### config.mk
export PLATFORM = sky130hd
export DESIGN_NAME = startup_reset_seq
export DESIGN_NICKNAME = d
export VERILOG_FILES = /design/src/rtl/rsq_pkg.sv /design/src/rtl/rsq_phase_counter.sv /design/src/rtl/rsq_cause_flags.sv /design/src/rtl/rsq_fsm.sv /design/src/rtl/startup_reset_seq.sv
export SDC_FILE = /design/constraint.sdc
export NUM_CORES = 1
export LEC_CHECK = 0
export CAP_MARGIN = 20
export CORE_MARGIN = 10
export CORE_UTILIZATION = 40
export CTS_CLUSTER_SIZE = 28
export DETAILED_ROUTE_END_ITERATION = 8
export SYNTH_ARGS = -nofsm -noshare
export SYNTH_HDL_FRONTEND = slang
export SYNTH_HIERARCHICAL = 1
export SYNTH_SLANG_ARGS = --single-unit
### constraint.sdc
create_clock -name clk -period 11.7 [get_ports clk]
set_input_delay 2.34 -clock clk [delete_from_list [all_inputs] [get_ports clk]]
set_output_delay 2.34 -clock clk [all_outputs]
set_load 0.005 [all_outputs]
### src/rtl/rsq_pkg.sv
package rsq_pkg;

    typedef enum logic [2:0] {
        ST_HOLD,
        ST_DELAY,
        ST_OSC,
        ST_CFG,
        ST_RUN,
        ST_DOWN,
        ST_WAKE
    } rsq_state_e;

    localparam int CAUSE_POR = 0;
    localparam int CAUSE_PIN = 1;
    localparam int CAUSE_WDT = 2;
    localparam int CAUSE_SUP = 3;
    localparam int CAUSE_N   = 4;

endpackage

### src/rtl/rsq_phase_counter.sv
module rsq_phase_counter #(
    parameter int CNT_W = 4
) (
    input  logic             clk,
    input  logic             arst,
    input  logic             clr,
    input  logic             inc,
    input  logic [CNT_W-1:0] lim,
    output logic             hit
);

    logic [CNT_W-1:0] cnt_q;

    assign hit = inc && (cnt_q == lim - CNT_W'(1));

    always_ff @(posedge clk or posedge arst) begin
        if (arst) begin
            cnt_q <= '0;
        end else if (clr) begin
            cnt_q <= '0;
        end else if (inc) begin
            cnt_q <= cnt_q + CNT_W'(1);
        end
    end


    cnt_bound_chk: assert property (@(posedge clk) disable iff (arst)
        cnt_q < lim);

endmodule

### src/rtl/rsq_cause_flags.sv
module rsq_cause_flags
    import rsq_pkg::*;
(
    input  logic               clk,
    input  logic               por_req,
    input  logic               pin_req,
    input  logic               wdt_req,
    input  logic               sup_req,
    input  logic               wr_en,
    input  logic [CAUSE_N-1:0] wr_data,
    output logic [CAUSE_N-1:0] flags
);

    logic [CAUSE_N-1:0] set_vec;
    logic [CAUSE_N-1:0] flags_q;

    always_comb begin
        set_vec            = '0;
        set_vec[CAUSE_PIN] = pin_req;
        set_vec[CAUSE_WDT] = wdt_req;
        set_vec[CAUSE_SUP] = sup_req;
    end

    for (genvar b = 0; b < CAUSE_N; b++) begin : g_flag
        always_ff @(posedge clk or posedge por_req) begin
            if (por_req) begin
                flags_q[b] <= (b == CAUSE_POR);
            end else if (set_vec[b]) begin
                flags_q[b] <= 1'b1;
            end else if (wr_en && !wr_data[b]) begin
                flags_q[b] <= 1'b0;
            end
        end
    end

    assign flags = flags_q;


    por_flag_rise_chk: assert property (@(posedge clk) disable iff (por_req)
        !$rose(flags_q[CAUSE_POR]));


    pin_flag_rise_chk: assert property (@(posedge clk) disable iff (por_req)
        $rose(flags_q[CAUSE_PIN]) |-> $past(pin_req));


    flag_clear_chk: assert property (@(posedge clk) disable iff (por_req)
        $fell(flags_q[CAUSE_WDT]) |-> ($past(wr_en) && !$past(wr_data[CAUSE_WDT])));

endmodule

### src/rtl/rsq_fsm.sv
module rsq_fsm
    import rsq_pkg::*;
#(
    parameter int CNT_W       = 14,
    parameter int DELAY_TICKS = 8192,
    parameter int OSC_CYCLES  = 6,
    parameter int CFG_CYCLES  = 21
) (
    input  logic             clk,
    input  logic             arst,
    input  logic             any_req,
    input  logic             slow_tick,
    input  logic             osc_tick,
    input  logic             sleep_req,
    input  logic             wake_req,
    input  logic             hit,
    output logic             cnt_clr,
    output logic             cnt_inc,
    output logic [CNT_W-1:0] cnt_lim,
    output logic             in_reset,
    output logic             cfg_load,
    output logic             osc_ready
);

    rsq_state_e state_q;
    rsq_state_e state_d;

    // state register
    always_ff @(posedge clk or posedge arst) begin
        if (arst) begin
            state_q <= ST_HOLD;
        end else begin
            state_q <= state_d;
        end
    end

    // next state
    always_comb begin
        state_d = state_q;
        unique case (state_q)
            ST_HOLD:  state_d = ST_DELAY;
            ST_DELAY: if (hit) state_d = ST_OSC;
            ST_OSC:   if (hit) state_d = ST_CFG;
            ST_CFG:   if (hit) state_d = ST_RUN;
            ST_RUN:   if (sleep_req) state_d = ST_DOWN;
            ST_DOWN:  if (wake_req) state_d = ST_WAKE;
            ST_WAKE:  if (hit) state_d = ST_RUN;
            default:  state_d = ST_HOLD;
        endcase
        if (any_req) begin
            state_d = ST_HOLD;
        end
    end

    // outputs and counter control
    always_comb begin
        in_reset  = 1'b1;
        cfg_load  = 1'b0;
        osc_ready = 1'b0;
        cnt_inc   = 1'b0;
        cnt_lim   = CNT_W'(OSC_CYCLES);
        unique case (state_q)
            ST_HOLD: begin
                cnt_lim = CNT_W'(DELAY_TICKS);
            end
            ST_DELAY: begin
                cnt_inc = slow_tick;
                cnt_lim = CNT_W'(DELAY_TICKS);
            end
            ST_OSC: begin
                cnt_inc = osc_tick;
            end
            ST_CFG: begin
                cnt_inc   = 1'b1;
                cnt_lim   = CNT_W'(CFG_CYCLES);
                cfg_load  = 1'b1;
                osc_ready = 1'b1;
            end
            ST_RUN: begin
                in_reset  = 1'b0;
                osc_ready = 1'b1;
            end
            ST_DOWN: begin
                in_reset = 1'b0;
            end
            ST_WAKE: begin
                in_reset = 1'b0;
                cnt_inc  = osc_tick;
            end
            default: begin
                in_reset = 1'b1;
            end
        endcase
        cnt_clr = (state_d != state_q);
    end


    osc_entry_chk: assert property (@(posedge clk) disable iff (arst)
        (state_q == ST_OSC && $past(state_q) != ST_OSC) |-> $past(state_q) == ST_DELAY);


    cfg_entry_chk: assert property (@(posedge clk) disable iff (arst)
        (state_q == ST_CFG && $past(state_q) != ST_CFG) |-> $past(state_q) == ST_OSC);


    run_entry_chk: assert property (@(posedge clk) disable iff (arst)
        (state_q == ST_RUN && $past(state_q) != ST_RUN)
        |-> ($past(state_q) == ST_CFG || $past(state_q) == ST_WAKE));


    wake_entry_chk: assert property (@(posedge clk) disable iff (arst)
        (state_q == ST_WAKE) |-> ($past(state_q) == ST_DOWN || $past(state_q) == ST_WAKE));


    req_hold_chk: assert property (@(posedge clk) disable iff (arst)
        $past(any_req) |-> state_q == ST_HOLD);

endmodule

### src/rtl/startup_reset_seq.sv
module startup_reset_seq
    import rsq_pkg::*;
#(
    parameter int DELAY_TICKS = 8192,
    parameter int OSC_CYCLES  = 6,
    parameter int CFG_CYCLES  = 21
) (
    input  logic         clk,
    input  logic         por_req,
    input  logic         pin_req,
    input  logic         wdt_req,
    input  logic         sup_req,
    input  logic         slow_tick,
    input  logic         osc_tick,
    input  logic         sleep_req,
    input  logic         wake_req,
    input  logic         flag_wr_en,
    input  logic [3:0]   flag_wr_data,
    output logic         rst_out,
    output logic         cfg_load,
    output logic         osc_ready,
    output logic [3:0]   cause_flags
);

    localparam int MAX_A = (DELAY_TICKS > OSC_CYCLES) ? DELAY_TICKS : OSC_CYCLES;
    localparam int MAX_V = (MAX_A > CFG_CYCLES) ? MAX_A : CFG_CYCLES;
    localparam int CNT_W = $clog2(MAX_V + 1);

    logic             any_req;
    logic             cnt_clr;
    logic             cnt_inc;
    logic [CNT_W-1:0] cnt_lim;
    logic             cnt_hit;
    logic             in_reset;

    assign any_req = por_req | pin_req | wdt_req | sup_req;

    rsq_fsm #(
        .CNT_W      (CNT_W),
        .DELAY_TICKS(DELAY_TICKS),
        .OSC_CYCLES (OSC_CYCLES),
        .CFG_CYCLES (CFG_CYCLES)
    ) i_fsm (
        .clk      (clk),
        .arst     (por_req),
        .any_req  (any_req),
        .slow_tick(slow_tick),
        .osc_tick (osc_tick),
        .sleep_req(sleep_req),
        .wake_req (wake_req),
        .hit      (cnt_hit),
        .cnt_clr  (cnt_clr),
        .cnt_inc  (cnt_inc),
        .cnt_lim  (cnt_lim),
        .in_reset (in_reset),
        .cfg_load (cfg_load),
        .osc_ready(osc_ready)
    );

    rsq_phase_counter #(
        .CNT_W(CNT_W)
    ) i_cnt (
        .clk (clk),
        .arst(por_req),
        .clr (cnt_clr),
        .inc (cnt_inc),
        .lim (cnt_lim),
        .hit (cnt_hit)
    );

    rsq_cause_flags i_flags (
        .clk    (clk),
        .por_req(por_req),
        .pin_req(pin_req),
        .wdt_req(wdt_req),
        .sup_req(sup_req),
        .wr_en  (flag_wr_en),
        .wr_data(flag_wr_data),
        .flags  (cause_flags)
    );

    assign rst_out = any_req | in_reset;


    cfg_release_chk: assert property (@(posedge clk) disable iff (por_req)
        $fell(rst_out) && !$past(any_req) |-> $past(cfg_load));


    down_no_reset_chk: assert property (@(posedge clk) disable iff (por_req)
        ($past(sleep_req) && !$past(rst_out) && !$past(any_req)) |-> !osc_ready);

endmodule

==> key figures, run 1 <==
Finish
  • Antenna diodes: 0
  • Nets@finish: between 200 and 250
  • Layout overhead on the synthesized area: 12.7%
  • Final core occ: 47.3%
  • Fraction of layout cells with a size suffix above 1: 8.41%
  • Cell Count, Final, Fillers Out: between 200 and 300
  • Fillers: 414

Clock network
  • Worst skew pair latency: 0.26 ns
  • Clock sinks: 21
  • Clock slew at reported path FFs: 0.07 ns
  • Post-cts resize count: 0
  • Clock Tree Root: clkbuf_8
  • CTS buffer count: 3
  • Setup Buffers After CTS: 0
  • Largest buffer count on any clock path: 2
  • H-tree depth: 1
  • CTS tree: yes
  • Number of buffers added to fix hold violations after cts: 0

Floorplanning
  • Core box area: 4090 um^2
  • Cell row count: 23
  • I/O pins: 21
  • Initial Utilization: 42.0%
  • Die Wd: roughly 85 um
  • Die Y: 85.5 um
  • Die ar.: around 7300 um^2

Place
  • Placed Cells: 260
  • Post-DP HPWL: 2.90 mm
  • Place WS: 5.29 ns
  • Gpl congestion: 0.833
  • Port bufs: 20

STA
  • Maximum clock frequency: 0.156 GHz
  • Worst-Margin Slew: 0.603 ns
  • Setup Viol. Count Final: 0
  • Tcrit/Tclk final: 54.7%
  • Worst Skew: 0.00160 ns
  • Final Hold Vio Count: 0
  • Slew margin rel.: 59.4%
  • Final worst slack: 5.30 ns
  • Min Clock Period, post-route: 6.40 ns
  • RSZ-0062 raised after global routing: no
  • WHS: 0.480 ns
  • Max-slew violations: 0
  • TNS Setup: 0 ns

Global routing
  • Largest net degree at the start of global routing: 16
  • Grt total ovfl: 0
  • GR Util All Layers: 9.97%
  • First-pass GRT wire length: 6.13 mm
  • Vias in the first global route: around 1300
  • Initial antenna violation count: 0

Status
  • Run status: finished clean

Drt
  • Remaining DRCs: 0
  • Via Count: 1358
  • Initial DRC count: 68
  • Router iterations before antenna repair: 5
  • WL final: 3.59 mm
  • Vias per inst: ~5.1
  • Routed Antenna Nets: 0
  • Wire per inst: 13.6 um

Critical path
  • CP Launch Type: input port
  • Worst R2R Path Depth: 18
  • R2r startpoint: i_fsm/state_q[0]$_DFF_PP0_
  • Req. time, crit path: 9.36 ns
  • Crit Path Class: in2out
  • Crit-path max FO: 6
  • Critical path endpoint category: output port
  • Critical Path AT: 4.06 ns
  • Crit. Startpoint: por_req

Logic synthesis
  • Ys async rst share: between 90% and 100%
  • Mapped Area: 1720 um^2
  • Post-synthesis sequential area ratio: between 30% and 40%
  • Top cells by count, synth: 20 x dfrtp_1, 19 x nor2_1, 19 x xor2_1
  • Count of cell types in the netlist: 53
  • Ranking of synthesized cells by area: dfrtp_1 29%, xor2_1 9.7%, buf_4 5.3%, nor2_1 4.2%, xnor2_1 4.1%
  • Synth warn: 6
  • Count leader, synth: dfrtp_1
  • Synth top area share: 29.2%
  • EDFF count, synth: 0
  • Largest area contributor in the netlist: dfrtp_1
  • Most used flip-flop cell after synthesis: dfrtp_1
  • Mean Syn Cell Area: 8.58 um^2
  • Mapped Cells: 200
  • Synth Register Bits: 21

Power
  • PD cells: 73.5 nW/um^2
  • Peak supply drop: approximately 0.061 mV
  • Pleak: 0.000809 uW

Min path
  • Hold Crit Start: i_flags/flags[3]$_DFFE_PP0P_
  • WHS Path Cells: 1
  • HP Class: reg2reg

Job
  • Max-cap violations: 0
==> kinds of logic (layout without fill, tap and decap cells) <==
family,after synthesis,count (layout),synth area share [%]
AO/OA/AOI/OAI,34,34,14.7
XOR/XNOR,27,27,13.8
adder cells (fa/ha/maj),2,2,1.46
buffers and inverters,29,35,9.48
flip-flops,21,21,30.7
multiplexers,2,2,1.24
other,1,9,0.219
AND/OR/NAND/NOR,84,84,28.4
==> area by class of cell <==
type | count | area, um^2 | area share, %
repair buffers | 20 | 200 | 10.4
inverters | 11 | 41.3 | 2.14
multi-input cells | 158 | 1060 | 54.6
well taps | 50 | 62.6 | 3.24
clock buffers | 3 | 41.3 | 2.14
flip-flops and latches | 21 | 527 | 27.2
clock inverters | 1 | 5.00 | 0.259
==> sequential cells by signal (all words and copies together), names as in the netlist <==
register / count
i_cnt/cnt_q: 14
i_fsm/state_q: 3
i_flags/flags: 4
==> placed cells by master (no fill, tap or decap), drive strengths merged, types with 2 or more instances in the layout <==
| cell | synthesis | layout |
|---|---|---|
| a211oi | 3 | 3 |
| a21o | 5 | 5 |
| a21oi | 7 | 7 |
| a221o | 2 | 2 |
| and2 | 2 | 2 |
| clkbuf | 4 | 3 |
| clkdlybuf4s50 | 0 | 20 |
| conb | 1 | 9 |
| dfrtp | 20 | 20 |
| ha | 2 | 2 |
| inv | 11 | 11 |
| nand2 | 12 | 12 |
| nand2b | 6 | 6 |
| nand3 | 5 | 5 |
| nand3b | 3 | 3 |
| nand4 | 5 | 5 |
| nor2 | 19 | 19 |
| nor3 | 5 | 5 |
| nor3b | 4 | 4 |
| nor4 | 3 | 3 |
| nor4b | 2 | 2 |
| o211ai | 3 | 3 |
| o21ai | 4 | 4 |
| o32ai | 2 | 2 |
| or2 | 6 | 6 |
| or3 | 3 | 3 |
| or4 | 4 | 4 |
| or4b | 2 | 2 |
| xnor2 | 8 | 8 |
| xor2 | 19 | 19 |
==> metal layers <==
| layer | part of all wire, % | track usage, % | up-vias |
|---|---|---|---|
| li1 | - | - | 713 |
| met1 | 49 | 12.8 | 618 |
| met2 | 47 | 16.1 | 20 |
| met3 | 2.5 | 1.24 | 7 |
| met4 | 2.0 | 4.49 | 0 |
| met5 | 0 | 0 | - |
==> stage by stage <==
stage          total power, uW  area (um^2)
2_1_floorplan             91.2         1750
3_3_place_gp              97.0         1890
3_5_place_dp              96.9         1890
4_1_cts                    144         1930
5_1_grt                    150         1930
6_report                   142         1930
==> final timing paths <==
kind	end	slack (ns)
min reg2reg	i_flags/flags[3]$_DFFE_PP0P_	0.48
max reg2reg	i_cnt/cnt_q[13]$_DFFE_PP0P_	6.19
max in group asynchronous	i_cnt/cnt_q[1]$_DFFE_PP0P_	8.85
min	i_flags/flags[3]$_DFFE_PP0P_	0.48
max	rst_out	5.30
min in group asynchronous	i_fsm/state_q[0]$_DFF_PP0_	2.33
==> power breakdown <==
group	internal [uW]	total, uW	switching, uW
sequential	73.9	75.4	1.47
combinational	10.5	20.5	10.0
clock	23.7	46.3	22.6
==> critical path, stage by stage <==
cell	delay, ns
clkdlybuf4s50_1	0.46
or4_4	0.59
or2_1	0.23
clkdlybuf4s50_1	0.44
Note: power is estimated with default switching activity, not from simulation.
==> run 2: changes to the inputs <==
clock period = 5.25 ns   (was 11.7 ns; I/O delays follow)
==> run 2 against run 1 <==
Count of clock-buffer cells in the layout stayed put. First-iteration DRC count is 12% lower. Final area increased by 1.2%. Worst hold slack better by 0.0024 ns. Global-route usage rose by 0.47 points. Power is 130% higher. Via count down 0.22%. Routed wire length up 3.9%. Setup slack got worse by 4.8 ns. Clock power rose by 130%.
==> key figures, run 2 (synthesis results as in run 1) <==
STA
  • Setup Viol. Count Final: 0
  • TNS Setup: 0 ns
  • Max-slew violations: 0
  • Worst Skew: 0.00402 ns
  • Slew margin rel.: 59.9%
  • Maximum clock frequency: 0.209 GHz
  • Worst-Margin Slew: between 0.5 and 0.6 ns
  • Tcrit/Tclk final: about 90%
  • Min Clock Period, post-route: roughly 4.8 ns
  • Final worst slack: around 0.46 ns
  • RSZ-0062 raised after global routing: no
  • Final Hold Vio Count: 0

Power
  • PD cells: 164 nW/um^2
  • Sequential Power Share: 52.2%
  • Cell Int Power: 242 uW
  • P_sw: 79.7 uW
  • Combinational share of power: 14.5%
  • Peak supply drop: 0.118 mV
  • Switch share: 24.8%
  • Overall power: around 320 uW
  • Pleak: 0.000815 uW
  • Clock power share: between 30% and 40%

Clock network
  • Clock Tree Root: clkbuf_8
  • CTS tree: yes
  • Largest buffer count on any clock path: 2
  • Post-cts resize count: 0
  • Number of buffers added to fix hold violations after cts: 0
  • H-tree depth: 1
  • Worst skew pair latency: 0.26 ns
  • Setup Buffers After CTS: 0
  • CTS buffer count: 3
  • Clock slew at reported path FFs: 0.08 ns
  • Clock sinks: 21

Drt
  • WL final: 3.73 mm
  • Router iterations before antenna repair: 4
  • Initial DRC count: 60
  • Routed Antenna Nets: 0
  • Wire per inst: 14.0 um
  • Via Count: 1355
  • Vias per inst: 5.09
  • Remaining DRCs: 0

Floorplanning
  • Initial Utilization: between 40% and 50%
  • Die ar.: 7310 um^2
  • Die Wd: approximately 85 um
  • I/O pins: 21
  • Core box area: 4090 um^2
  • Die Y: 85.5 um
  • Cell row count: 23

Finish
  • Max reg flops: 14
  • Antenna diodes: 0
  • Fraction of layout cells with a size suffix above 1: approximately a tenth
  • Most flop-heavy register: i_cnt/cnt_q
  • Commonest non-fill, non-tap cells in the layout: 20 x dfrtp_1, 20 x clkdlybuf4s50_1, 19 x nor2_1, 19 x xor2_1, 12 x nand2_1
  • Layout overhead on the synthesized area: 14.1%
  • Cell Count, Final, Fillers Out: approximately 270
  • Nets@finish: 233

Critical path
  • Worst R2R Path Depth: 19
  • Crit-path max FO: 12
  • R2r startpoint: i_fsm/state_q[0]$_DFF_PP0_
  • R2R setup slack: around 0.46 ns
  • Crit Path Class: reg2reg
  • Critical Path AT: between 4 and 5 ns
  • Req. time, crit path: about 5.4 ns
  • Worst R2R End: i_cnt/cnt_q[10]$_DFFE_PP0P_
  • CP Launch Type: flip-flop
  • Critical path endpoint category: flip-flop
  • Crit. Startpoint: i_fsm/state_q[0]$_DFF_PP0_

Place
  • Place WS: between 0.3 and 0.4 ns
  • Placed Cells: ~260
  • Post-DP HPWL: just under 3 mm
  • Gpl congestion: 0.823
  • Port bufs: 20

Global routing
  • Vias in the first global route: 1346
  • Largest net degree at the start of global routing: 15
  • Initial antenna violation count: 0
  • First-pass GRT wire length: 6.40 mm
  • GR Util All Layers: a little over a tenth
  • Grt total ovfl: 0

Job
  • Max-cap violations: 0

Min path
  • WHS Endpoint: i_flags/flags[3]$_DFFE_PP0P_
  • Hold Crit Start: i_flags/flags[3]$_DFFE_PP0P_
  • WHS Path Cells: 1
  • HP Class: reg2reg

Status
  • Run status: finished clean
[run 2: changes by cell type in the layout (fill, tap and decap cells not counted), sizes merged]
| cell | delta |
|---|---|
| clkinv | -1 |
| clkinvlp | +1 |
| buf | +2 |
[run 2: power groups by stage]
stage | Clock, uW | Combinational, uW | Sequential (uW)
2_1_floorplan | 0 | 32.8 | 170
3_3_place_gp | 0 | 45.8 | 171
3_5_place_dp | 0 | 46.0 | 171
4_1_cts | 112 | 46.1 | 168
5_1_grt | 121 | 52.3 | 169
6_report | 107 | 46.8 | 168
[run 2: worst max-delay path by stage]
stage          slack [ns]  cells past startpoint                          end
2_1_floorplan        0.59                     20  i_cnt/cnt_q[13]$_DFFE_PP0P_
3_3_place_gp         0.53                     19  i_cnt/cnt_q[13]$_DFFE_PP0P_
3_5_place_dp         0.40                     19  i_cnt/cnt_q[13]$_DFFE_PP0P_
4_1_cts              0.38                     19  i_cnt/cnt_q[13]$_DFFE_PP0P_
5_1_grt              0.01                     19  i_cnt/cnt_q[10]$_DFFE_PP0P_
6_report             0.46                     19  i_cnt/cnt_q[10]$_DFFE_PP0P_
[run 2: layout make-up]
cell class,instances,area [um^2]
inverters,11,41.3
flip-flops and latches,21,527
fillers,409,2130
multi-input cells,158,1060
clock buffers,3,41.3
well taps,50,62.6
clock inverters,1,7.51
repair buffers,22,215
[run 2: layer usage]
layer	global-route usage [%]	wire length [um]
met1	13.9	1890
met3	1.15	56
met4	3.14	22
met2	17.1	1770
met5	0	0
[run 2: worst max-delay path, stage by stage (launching register included)]
cell	delay (ns)
dfrtp_1	0.52
nor2b_2	0.24
and2_1	0.31
inv_1	0.10
ha_1	0.24
or4b_2	0.65
nor4_1	0.28
o32ai_1	0.12
a211o_1	0.24
nor4_2	0.27
buf_4	0.19
o21bai_2	0.06
a211oi_2	0.29
o211ai_1	0.13
a221o_1	0.35
o211ai_1	0.26
nor3_1	0.11
nand3_1	0.11
xor2_1	0.15
nor2_1	0.05
[run 2: stage by stage]
stage | hold slack (ns) | utilization, % | area [um^2]
2_1_floorplan | 0.472 | - | 1750
3_3_place_gp | 0.461 | 46.5 | 1900
3_5_place_dp | 0.465 | 46.5 | 1900
4_1_cts | 0.484 | 47.7 | 1950
5_1_grt | 0.502 | 47.9 | 1960
6_report | 0.482 | 47.9 | 1960
